===== src/rtl/mbox_pkg.sv =====
// Shared types for the mailbox register file.
// Assumes at most 16 message words per direction (idx field is 4 bits).
package mbox_pkg;

    // Which storage an offset selects.
    typedef enum logic [2:0] {
        RG_NONE,
        RG_CMD,
        RG_RSP,
        RG_DB_CTL,
        RG_DB_HOST
    } region_e;

    // Write flavour of a doorbell offset; order matches the offset sequence.
    typedef enum logic [1:0] {
        OP_RW  = 2'd0,
        OP_AND = 2'd1,
        OP_OR  = 2'd2
    } db_op_e;

    localparam int unsigned IDX_FIELD_W = 4;

    typedef struct packed {
        region_e                 region;
        logic [IDX_FIELD_W-1:0]  idx;
        db_op_e                  op;
    } decode_t;

    // Doorbell bit meanings, MSB-first numbering (bit n is data bit 63-n).
    localparam int unsigned CDB_CMD_READY   = 0;
    localparam int unsigned HDB_RSP_READY   = 0;
    localparam int unsigned HDB_CMD_ACK     = 1;
    localparam int unsigned HDB_PWR_EXIT    = 2;
    localparam int unsigned HDB_CTL_RESET   = 3;
    localparam int unsigned HDB_PASSTHRU    = 4;
    localparam int unsigned HDB_TIMER_EXP   = 14;

endpackage


===== src/rtl/mbox_decode.sv =====
// Offset decoder for one bus.
// Maps a word offset to the storage region, word index and doorbell alias.
// Assumes the regions do not overlap and NUM_MSG <= 16.
module mbox_decode
    import mbox_pkg::*;
#(
    parameter int unsigned ADDR_W       = 5,
    parameter int unsigned NUM_MSG      = 4,
    parameter int unsigned RSP_BASE     = 4,
    parameter int unsigned CTL_DB_BASE  = 16,
    parameter int unsigned HOST_DB_BASE = 19
) (
    input  logic [ADDR_W-1:0] addr,
    output decode_t           dec
);

    localparam int unsigned DB_SPAN = 3;

    logic [31:0] a;
    assign a = 32'(addr);

    // Classify the offset into one region and its sub-index.
    always_comb begin
        dec = '{region: RG_NONE, idx: '0, op: OP_RW};
        if (a < NUM_MSG) begin
            dec.region = RG_CMD;
            dec.idx    = IDX_FIELD_W'(a);
        end else if (a >= RSP_BASE && a < RSP_BASE + NUM_MSG) begin
            dec.region = RG_RSP;
            dec.idx    = IDX_FIELD_W'(a - RSP_BASE);
        end else if (a >= CTL_DB_BASE && a < CTL_DB_BASE + DB_SPAN) begin
            dec.region = RG_DB_CTL;
            dec.op     = db_op_e'(2'(a - CTL_DB_BASE));
        end else if (a >= HOST_DB_BASE && a < HOST_DB_BASE + DB_SPAN) begin
            dec.region = RG_DB_HOST;
            dec.op     = db_op_e'(2'(a - HOST_DB_BASE));
        end
    end

endmodule


===== src/rtl/mbox_msg_bank.sv =====
// Bank of message words with a single writing bus.
// Assumes idx is below NUM_MSG whenever we is high.
module mbox_msg_bank #(
    parameter int unsigned DATA_W  = 64,
    parameter int unsigned NUM_MSG = 4,
    parameter int unsigned IDX_W   = 2
) (
    input  logic                              clk,
    input  logic                              rst_n,
    input  logic                              we,
    input  logic [IDX_W-1:0]                  idx,
    input  logic [DATA_W-1:0]                 wdata,
    output logic [NUM_MSG-1:0][DATA_W-1:0]    words
);

    for (genvar i = 0; i < NUM_MSG; i++) begin : g_word
        // Hold one word; load it when its index is written.
        always_ff @(posedge clk) begin
            if (!rst_n) begin
                words[i] <= '0;
            end else if (we && idx == IDX_W'(i)) begin
                words[i] <= wdata;
            end
        end
    end

endmodule


===== src/rtl/mbox_doorbell.sv =====
// One doorbell register, written by two buses in a fixed order.
// The first port's update is applied before the second port's update.
// The interrupt is high while any doorbell bit is set.
module mbox_doorbell
    import mbox_pkg::*;
#(
    parameter int unsigned DATA_W = 64
) (
    input  logic              clk,
    input  logic              rst_n,
    input  logic              first_we,
    input  db_op_e            first_op,
    input  logic [DATA_W-1:0] first_wdata,
    input  logic              second_we,
    input  db_op_e            second_op,
    input  logic [DATA_W-1:0] second_wdata,
    output logic [DATA_W-1:0] value,
    output logic              irq
);

    logic [DATA_W-1:0] after_first;
    logic [DATA_W-1:0] after_second;

    function automatic logic [DATA_W-1:0] merge(
        input logic [DATA_W-1:0] cur,
        input db_op_e            op,
        input logic [DATA_W-1:0] wd
    );
        case (op)
            OP_AND:  return cur & wd;
            OP_OR:   return cur | wd;
            default: return wd;
        endcase
    endfunction

    // Chain the two write requests in priority order.
    always_comb begin
        after_first  = first_we  ? merge(value, first_op, first_wdata)         : value;
        after_second = second_we ? merge(after_first, second_op, second_wdata) : after_first;
    end

    // Doorbell storage.
    always_ff @(posedge clk) begin
        if (!rst_n) begin
            value <= '0;
        end else begin
            value <= after_second;
        end
    end

    assign irq = |value;

endmodule


===== src/rtl/mbox_regfile.sv =====
// Mailbox register file between a host bus and a controller bus.
// Host owns the command words, controller owns the response words; both
// buses reach both doorbells through RW, AND and OR aliases. Reads are
// combinational from the offset. Assumes NUM_MSG >= 2.
module mbox_regfile
    import mbox_pkg::*;
#(
    parameter int unsigned DATA_W       = 64,
    parameter int unsigned ADDR_W       = 5,
    parameter int unsigned NUM_MSG      = 4,
    parameter int unsigned RSP_BASE     = 4,
    parameter int unsigned CTL_DB_BASE  = 16,
    parameter int unsigned HOST_DB_BASE = 19
) (
    input  logic              clk,
    input  logic              rst_n,
    input  logic [ADDR_W-1:0] h_addr,
    input  logic              h_wr,
    input  logic [DATA_W-1:0] h_wdata,
    output logic [DATA_W-1:0] h_rdata,
    input  logic [ADDR_W-1:0] c_addr,
    input  logic              c_wr,
    input  logic [DATA_W-1:0] c_wdata,
    output logic [DATA_W-1:0] c_rdata,
    output logic              irq_to_ctl,
    output logic              irq_to_host
);

    localparam int unsigned IDX_W = $clog2(NUM_MSG);

    decode_t h_dec;
    decode_t c_dec;

    logic [NUM_MSG-1:0][DATA_W-1:0] cmd_words;
    logic [NUM_MSG-1:0][DATA_W-1:0] rsp_words;
    logic [DATA_W-1:0]              ctl_db;
    logic [DATA_W-1:0]              host_db;

    mbox_decode #(
        .ADDR_W(ADDR_W), .NUM_MSG(NUM_MSG), .RSP_BASE(RSP_BASE),
        .CTL_DB_BASE(CTL_DB_BASE), .HOST_DB_BASE(HOST_DB_BASE)
    ) u_h_dec (
        .addr(h_addr),
        .dec (h_dec)
    );

    mbox_decode #(
        .ADDR_W(ADDR_W), .NUM_MSG(NUM_MSG), .RSP_BASE(RSP_BASE),
        .CTL_DB_BASE(CTL_DB_BASE), .HOST_DB_BASE(HOST_DB_BASE)
    ) u_c_dec (
        .addr(c_addr),
        .dec (c_dec)
    );

    mbox_msg_bank #(
        .DATA_W(DATA_W), .NUM_MSG(NUM_MSG), .IDX_W(IDX_W)
    ) u_cmd_bank (
        .clk  (clk),
        .rst_n(rst_n),
        .we   (h_wr && h_dec.region == RG_CMD),
        .idx  (h_dec.idx[IDX_W-1:0]),
        .wdata(h_wdata),
        .words(cmd_words)
    );

    mbox_msg_bank #(
        .DATA_W(DATA_W), .NUM_MSG(NUM_MSG), .IDX_W(IDX_W)
    ) u_rsp_bank (
        .clk  (clk),
        .rst_n(rst_n),
        .we   (c_wr && c_dec.region == RG_RSP),
        .idx  (c_dec.idx[IDX_W-1:0]),
        .wdata(c_wdata),
        .words(rsp_words)
    );

    mbox_doorbell #(.DATA_W(DATA_W)) u_ctl_db (
        .clk         (clk),
        .rst_n       (rst_n),
        .first_we    (c_wr && c_dec.region == RG_DB_CTL),
        .first_op    (c_dec.op),
        .first_wdata (c_wdata),
        .second_we   (h_wr && h_dec.region == RG_DB_CTL),
        .second_op   (h_dec.op),
        .second_wdata(h_wdata),
        .value       (ctl_db),
        .irq         (irq_to_ctl)
    );

    mbox_doorbell #(.DATA_W(DATA_W)) u_host_db (
        .clk         (clk),
        .rst_n       (rst_n),
        .first_we    (c_wr && c_dec.region == RG_DB_HOST),
        .first_op    (c_dec.op),
        .first_wdata (c_wdata),
        .second_we   (h_wr && h_dec.region == RG_DB_HOST),
        .second_op   (h_dec.op),
        .second_wdata(h_wdata),
        .value       (host_db),
        .irq         (irq_to_host)
    );

    function automatic logic [DATA_W-1:0] read_word(input decode_t d);
        case (d.region)
            RG_CMD:     return cmd_words[d.idx[IDX_W-1:0]];
            RG_RSP:     return rsp_words[d.idx[IDX_W-1:0]];
            RG_DB_CTL:  return ctl_db;
            RG_DB_HOST: return host_db;
            default:    return '0;
        endcase
    endfunction

    // Return the selected word to each bus.
    always_comb begin
        h_rdata = read_word(h_dec);
        c_rdata = read_word(c_dec);
    end

endmodule


===== config.mk =====
export PLATFORM = sky130hd
export DESIGN_NAME = mbox_regfile
export DESIGN_NICKNAME = d
export VERILOG_FILES = /design/src/rtl/mbox_pkg.sv /design/src/rtl/mbox_decode.sv /design/src/rtl/mbox_msg_bank.sv /design/src/rtl/mbox_doorbell.sv /design/src/rtl/mbox_regfile.sv
export SDC_FILE = /design/constraint.sdc
export NUM_CORES = 2
export LEC_CHECK = 0
export BUFFER_PORTS_ARGS = -buffer_cell sky130_fd_sc_hd__buf_2
export CORE_MARGIN = 1
export CORE_UTILIZATION = 25
export DETAILED_ROUTE_END_ITERATION = 16
export GPL_TIMING_DRIVEN = 0
export PLACE_DENSITY = 0.37
export SYNTH_ARGS = -nofsm -noshare
export SYNTH_HDL_FRONTEND = slang
export SYNTH_SLANG_ARGS = --single-unit

===== constraint.sdc =====
create_clock -name clk -period 4.8 [get_ports clk]
set_input_delay 1.2 -clock clk [delete_from_list [all_inputs] [get_ports clk]]
set_output_delay 1.2 -clock clk [all_outputs]
set_load 0.01 [all_outputs]

## Word level (Yosys, flattened, before mapping)

Index checks and enable logic that the tools add are counted.

| word-level totals | value |
|---|---|
| word-level logic and storage cells | 118 |
| register bits | 640 |

| operators by class | value |
|---|---|
| mux-type cells | 36 |
| reductions and logical operators | 24 |
| bitwise logic cells | 8 |
| order comparisons | 16 |
| add/sub/neg operators | 6 |
| equality and inequality tests | 18 |

Operator list:

| kind | count |
|---|---|
| $bmux W64 S2 | 4 |
| $mux W64 | 8 |
| $pmux W64 S2 | 4 |
| $pmux W64 S4 | 2 |
| $and A64 B64 Y64 | 4 |
| $or A64 B64 Y64 | 4 |
| $reduce_or A64 Y1 | 2 |
| $ge A5 B5 Y1 const B | 4 |
| $logic_and A1 B1 Y1 | 20 |
| $lt A5 B5 Y1 const B | 4 |
| $mux W3 | 6 |
| $mux W2 | 8 |
| $mux W7 | 2 |
| $eq A2 B2 Y1 const B | 6 |
| $eq A3 B2 Y1 const B | 4 |
| $ge A5 B3 Y1 const B | 2 |
| $lt A5 B3 Y1 const B | 2 |
| $lt A5 B4 Y1 const B | 2 |
| $eq A2 B1 Y1 const B | 4 |
| $mux W4 | 2 |
| $sub A4 B3 Y4 const B | 2 |
| $eq A3 B1 Y1 const B | 2 |
| $eq A3 B3 Y1 const B | 2 |
| $lt A2 B3 Y1 const B | 2 |
| other kinds (3) | 6 |

## Logic depth before layout (Yosys ltp)

| logic depth | value |
|---|---|
| depth after elaboration | 12 |
| depth in mapped cells | 14 |

## Cells and area by module

Synthesis repeated with hierarchy kept, for this count alone.

| unflattened totals | value |
|---|---|
| cell total of the unflattened synthesis | 4239 |
| area total of the unflattened synthesis | 38947.4 um2 |

By module, submodules not included:

| module | cells an instance | area an instance (um2) | instances |
|---|---|---|---|
| mbox_msg_bank | 900 | 9554.2 | 2 |
| mbox_doorbell | 674 | 5007.3 | 2 |
| mbox_regfile | 1043 | 9516.6 | 1 |
| mbox_decode | 24 | 153.9 | 2 |

## Worst setup path before layout

Ideal clock, no wire load.

| path | value |
|---|---|
| path kind | input-to-reg |
| start point | input c_addr[2] |
| end point | register u_host_db.value[10] |
| library setup time | 0.117 ns |
| slack | 0.723 ns |
| path buffers | 5 |
| stages on the path | 13 |
| arrival time | 3.959 ns |
| cell sequence | buf_2 -> nand3b_1 -> a21oi_1 -> clkbuf_1 -> clkbuf_1 -> a22oi_1 -> ha_1 -> or2_2 -> clkbuf_1 -> clkbuf_1 -> a21oi_1 -> a21boi_0 -> a32o_1 |

| on the way | value |
|---|---|
| longest elaborated chain between the ends | 12 |
| elaborated cells on any way between the ends | 28 |

RTL lines:

| element | RTL line | text |
|---|---|---|
| from (decl) | mbox_regfile.sv:21 | `input logic [ADDR_W-1:0] c_addr,` |
| $ge A5 B5 Y1 / $lt A5 B5 Y1 (equally long branches) | mbox_decode.sv:34 | `end else if (a >= HOST_DB_BASE && a < HOST_DB_BASE + DB_SPAN) begin` |
| $logic_and A1 B1 Y1 | mbox_decode.sv:34 |  |
| $mux W2 / $mux W3 (equally long branches) | mbox_decode.sv:34 |  |
| $mux W2 / $mux W3 (equally long branches) | mbox_decode.sv:31 | `end else if (a >= CTL_DB_BASE && a < CTL_DB_BASE + DB_SPAN) begin` |
| $mux W2 / $mux W3 (equally long branches) | mbox_decode.sv:28 | `end else if (a >= RSP_BASE && a < RSP_BASE + NUM_MSG) begin` |
| $mux W2 / $mux W7 (equally long branches) | mbox_decode.sv:25 | `if (a < NUM_MSG) begin` |
| $eq A2 B2 Y1 (tied with other cells) | mbox_doorbell.sv:29 | `case (op)` |
| $pmux W64 S2 / $logic_and A1 B1 Y1 (equally long branches) | mbox_doorbell.sv:29, mbox_regfile.sv:93 |  |
| $mux W64 * | mbox_doorbell.sv:38 | `after_first = first_we ? merge(value, first_op, first_wdata) : value;` |
| $or A64 B64 Y64 / $and A64 B64 Y64 (equally long branches) | mbox_doorbell.sv:31, mbox_doorbell.sv:30 |  |
| $pmux W64 S2 | mbox_doorbell.sv:29 |  |
| $mux W64 * | mbox_doorbell.sv:39 | `after_second = second_we ? merge(after_first, second_op, second_wdata) : after_first;` |
| to (signal assigned) | mbox_doorbell.sv:47 | `value <= after_second;` |
| to (decl) | mbox_doorbell.sv:17 | `output logic [DATA_W-1:0] value,` |

Mark *: on every way between the ends. The rest lies on a longest branch, timed or not.
A chain may end at the register's enable or synchronous reset.

## Worst setup path after layout

| path | value |
|---|---|
| start point | register u_ctl_db.value[29] |
| end point | output irq_to_ctl |

| on the way | value |
|---|---|
| longest elaborated chain between the ends | 1 |

RTL lines:

| element | RTL line | text |
|---|---|---|
| from (decl) | mbox_doorbell.sv:17 |  |
| from (signal assigned) | mbox_doorbell.sv:47 |  |
| $reduce_or A64 Y1 | mbox_doorbell.sv:51 | `assign irq = \|value;` |
| to (decl) | mbox_regfile.sv:25 | `output logic irq_to_ctl,` |

Every way passes these cells.

==> impl_metrics.env <==
export IMPL_outcome="complete, but fails checks"
export IMPL_violations="capacitance limit, slew limit, setup timing"
export IMPL_wl_per_cell_um=32.8
export IMPL_cp_data_arrival_time_ns=3.70
export IMPL_dp_cells=6910
export IMPL_die_h_um=386
export IMPL_io_pins=272
export IMPL_area_delta_synth_final_pct=20.6
export IMPL_path_cells="nor4_1, nand4_1, or4_1, buf_2"
export IMPL_postSynthCellCount=4723
export IMPL_detailedRoute_firstIterationViolations=4403
export IMPL_fin_crit_sh_pct=102
export IMPL_min_from="u_rsp_bank.words[180]"
export IMPL_fp_dieW_um=386
export IMPL_async_flop_share_pct=0
export IMPL_grt_pass1_vias=38600
export IMPL_syn_cell_area_um2=36800
export IMPL_power_mw=14.3
export IMPL_yosysWarnings=0
export IMPL_h_tree_depth=3
export IMPL_num_fill_cells=15900
export IMPL_instances_no_fill=7086
export IMPL_grt_max_degree=20
export IMPL_rows=140
export IMPL_viasPerCell=5.74
export IMPL_peakVddDrop_v=0.000227
export IMPL_crit_path_end_kind="output pin"
export IMPL_regToRegSetupSlack_ns=3.59
export IMPL_cts_sinks=640
export IMPL_crit_path_max_incr_delay_ns=1.06
export IMPL_worstReg2RegEnd="u_ctl_db.value[23]"
export IMPL_period_minus_slack_ns=4.90
export IMPL_seq_area_frac_synth_pct=34.8
export IMPL_cts_clk_slew_worst_paths_ns=0.06
export IMPL_wl_met3_mm=20.3
export IMPL_num_vias=40700
export IMPL_hp_class="register to register"
export IMPL_finalClockSkew_ns=0
export IMPL_hold_end="u_rsp_bank.words[180]"
export IMPL_fin_setup_tns_ns=-0.522
export IMPL_grt_pass1_wl_mm=316
export IMPL_cts_hold_buf=0
export IMPL_ys_types=62
export IMPL_dp_slack_ns=-2.69
export IMPL_max_freq_mhz=204
export IMPL_cts_buffers=85
export IMPL_antenna_found_initial=48
export IMPL_pwr_density_cell_nw_per_um2=323
export IMPL_firstDrtPassIters=6
export IMPL_slowest_stage="nor4_1"
export IMPL_setup_ws_ns=-0.104
export IMPL_clkLatencyLatePin_ns=0.70
export IMPL_finalSetupViolCount=15
export IMPL_synth_flop_cell="dfxtp_1"
export IMPL_synth_edf_count=0
export IMPL_cellLeakagePower_nw=16.2
export IMPL_rsz0062_at_grt="yes"
export IMPL_layout_drive_gt1_share_pct=15.3
export IMPL_slew_limit_headroom_pct=-3.10
export IMPL_start_util_pct=25.2
export IMPL_crit_type="register to output pin"
export IMPL_wl_mm=232
export IMPL_whs_ns=0.453
export IMPL_layout_nets=5230
export IMPL_dp_hpwl_mm=175
export IMPL_met1_length_mm=100
export IMPL_slew_violations=24
export IMPL_ant_nets=0
export IMPL_drv_cap=3
export IMPL_die_area_um2=149000
export IMPL_tightestPinTransition_ns=1.54
export IMPL_overflow=0
export IMPL_finalHoldViolations=0
export IMPL_synth_net_count=4871
export IMPL_cts_path_max_buffers=3
export IMPL_core_area_um2=146000
export IMPL_cts_tree="built"
export IMPL_r2r_start="u_ctl_db.value[23]"
export IMPL_drc=0
export IMPL_holdPathStages=2
export IMPL_start_kind="register"
export IMPL_reg2regPathDepth=3
export IMPL_avgSynthCellArea_um2=7.79
export IMPL_track_usage_pct=30.4
export IMPL_synth_seq_cells=640
export IMPL_wl_met2_mm=100
export IMPL_worstPathMaxFanout=4
export IMPL_cts_root_buf="clkbuf_16"
export IMPL_portBuffers=263
export IMPL_topRoutingLayerUsed="met5"
export IMPL_cp_required_ns=3.60
export IMPL_gp_congestion=0.948
[cell usage in the layout (no fill, tap or decap), drive strengths merged, types with 104 or more instances in the layout]
cell type,synthesis,layout
clkbuf,329,451
mux2i,104,104
o221ai,127,127
nand2,1073,1073
nand3,147,147
o21ai,168,168
buf,140,413
a21boi,640,640
a22oi,143,143
dfxtp,640,640
a21oi,219,219
[registers in the layout, summed over array words and instances (netlist names)]
register / flops
u_ctl_db.value: 64
u_rsp_bank.words: 256
u_host_db.value: 64
u_cmd_bank.words: 256
[cell type report]
class,count,area (µm²),share of cell area [%]
Buffer,464,2430,5.49
Timing Repair Buffer,277,1490,3.36
Clock buffer,127,2550,5.75
Antenna cell,22,55.1,0.124
Inverter,86,323,0.728
Sequential cell,640,12800,28.9
Tap cell,1917,2400,5.41
Clock inverter,25,305,0.689
Multi-Input combinational cell,3528,22000,49.6
[repair_timing]
item                       4_1_cts  5_1_grt
gates resized for setup        243      134
pin swaps                        4        0
setup endpoints to repair      256      204
setup buffers                    7        0
gates cloned                     0        0
[synthesized netlist by cell type, types with 3 or more instances]
cell / number / area share [%]
clkbuf_1: 329 / 3.4
nand2_1: 1073 / 11
a211oi_1: 85 / 1.7
or3_1: 68 / 1.2
nor3_4: 6 / 0.27
ha_1: 6 / 0.20
a22o_1: 25 / 0.60
a21boi_1: 299 / 6.1
a21oi_1: 219 / 3.0
nor2_1: 70 / 0.71
a21o_1: 64 / 1.3
a22oi_1: 143 / 2.9
mux2_2: 28 / 0.86
buf_1: 32 / 0.33
o211a_1: 62 / 1.7
buf_2: 79 / 1.1
o21a_1: 64 / 1.3
a221oi_1: 78 / 1.9
and2_1: 6 / 0.10
or2_2: 3 / 0.051
nand4_1: 11 / 0.19
buf_6: 26 / 0.80
nor3_1: 50 / 0.68
nor3b_1: 4 / 0.082
a222oi_1: 3 / 0.082
nor2b_1: 4 / 0.068
nand2b_1: 9 / 0.15
o22ai_1: 49 / 0.83
a31oi_1: 63 / 1.1
dfxtp_1: 640 / 35
o221ai_1: 127 / 3.0
nand3_1: 147 / 2.0
nor4_1: 32 / 0.54
nand3b_1: 26 / 0.53
o21ai_0: 168 / 2.3
mux2i_1: 104 / 2.8
inv_1: 85 / 0.87
a21boi_0: 341 / 7.0
a32o_1: 65 / 1.8
buf_4: 3 / 0.061
[where the power goes]
part	internal [mW]	switching (mW)	leakage (nW)	total, mW
Clock	3.98	2.82	1.42	6.80
Sequential	5.41	0.130	5.17	5.54
Combinational	0.552	1.42	9.66	1.98
[cells by family after synthesis]
logic type,after synthesis,synth area share (%)
buffers and inverters,555,6.50
xor gates and xnor gates,2,0.0476
AOI/OAI and AO/OA,1867,36.9
adders and majority gates,6,0.204
muxes,132,3.69
DFF,640,34.8
and+or+nand+nor,1521,17.8
[metrics by stage]
stage          area [µm²]  util, %
3_3_place_gp        40500     27.8
4_1_cts             44000     30.2
2_1_floorplan       36800        -
5_1_grt             44300     30.4
6_report            44300     30.4
3_5_place_dp        40600     27.9
[critical path: cells and delay by family, from the launching register on]
family / cells / cell delay (ns)
buffers and inverters: 1 / 0.19
DFF: 1 / 0.34
and+or+nand+nor: 3 / 2.45
[how the worst max path moves through the flow]
| stage | start | to | slack (ns) | cells after the start |
|---|---|---|---|---|
| global route | c_addr[0] | u_ctl_db.value[31] | -0.05 | 14 |
| global placement | h_addr[0] | u_ctl_db.value[15] | -2.72 | 12 |
| floorplan | c_addr[2] | u_host_db.value[10] | 0.72 | 13 |
| detailed placement | h_addr[0] | u_ctl_db.value[15] | -2.69 | 12 |
| CTS | h_addr[4] | h_rdata[31] | 0.002 | 8 |
| finish | u_ctl_db.value[29] | irq_to_ctl | -0.10 | 4 |
[per-layer routing]
layer | GRT usage, % | vias to the layer above
li1 | - | 18000
met1 | 40.6 | 20200
met2 | 46.2 | 2029
met3 | 7.05 | 449
met4 | 13.7 | 22
met5 | 0 | -
Note: power is estimated with default switching activity, not from simulation.
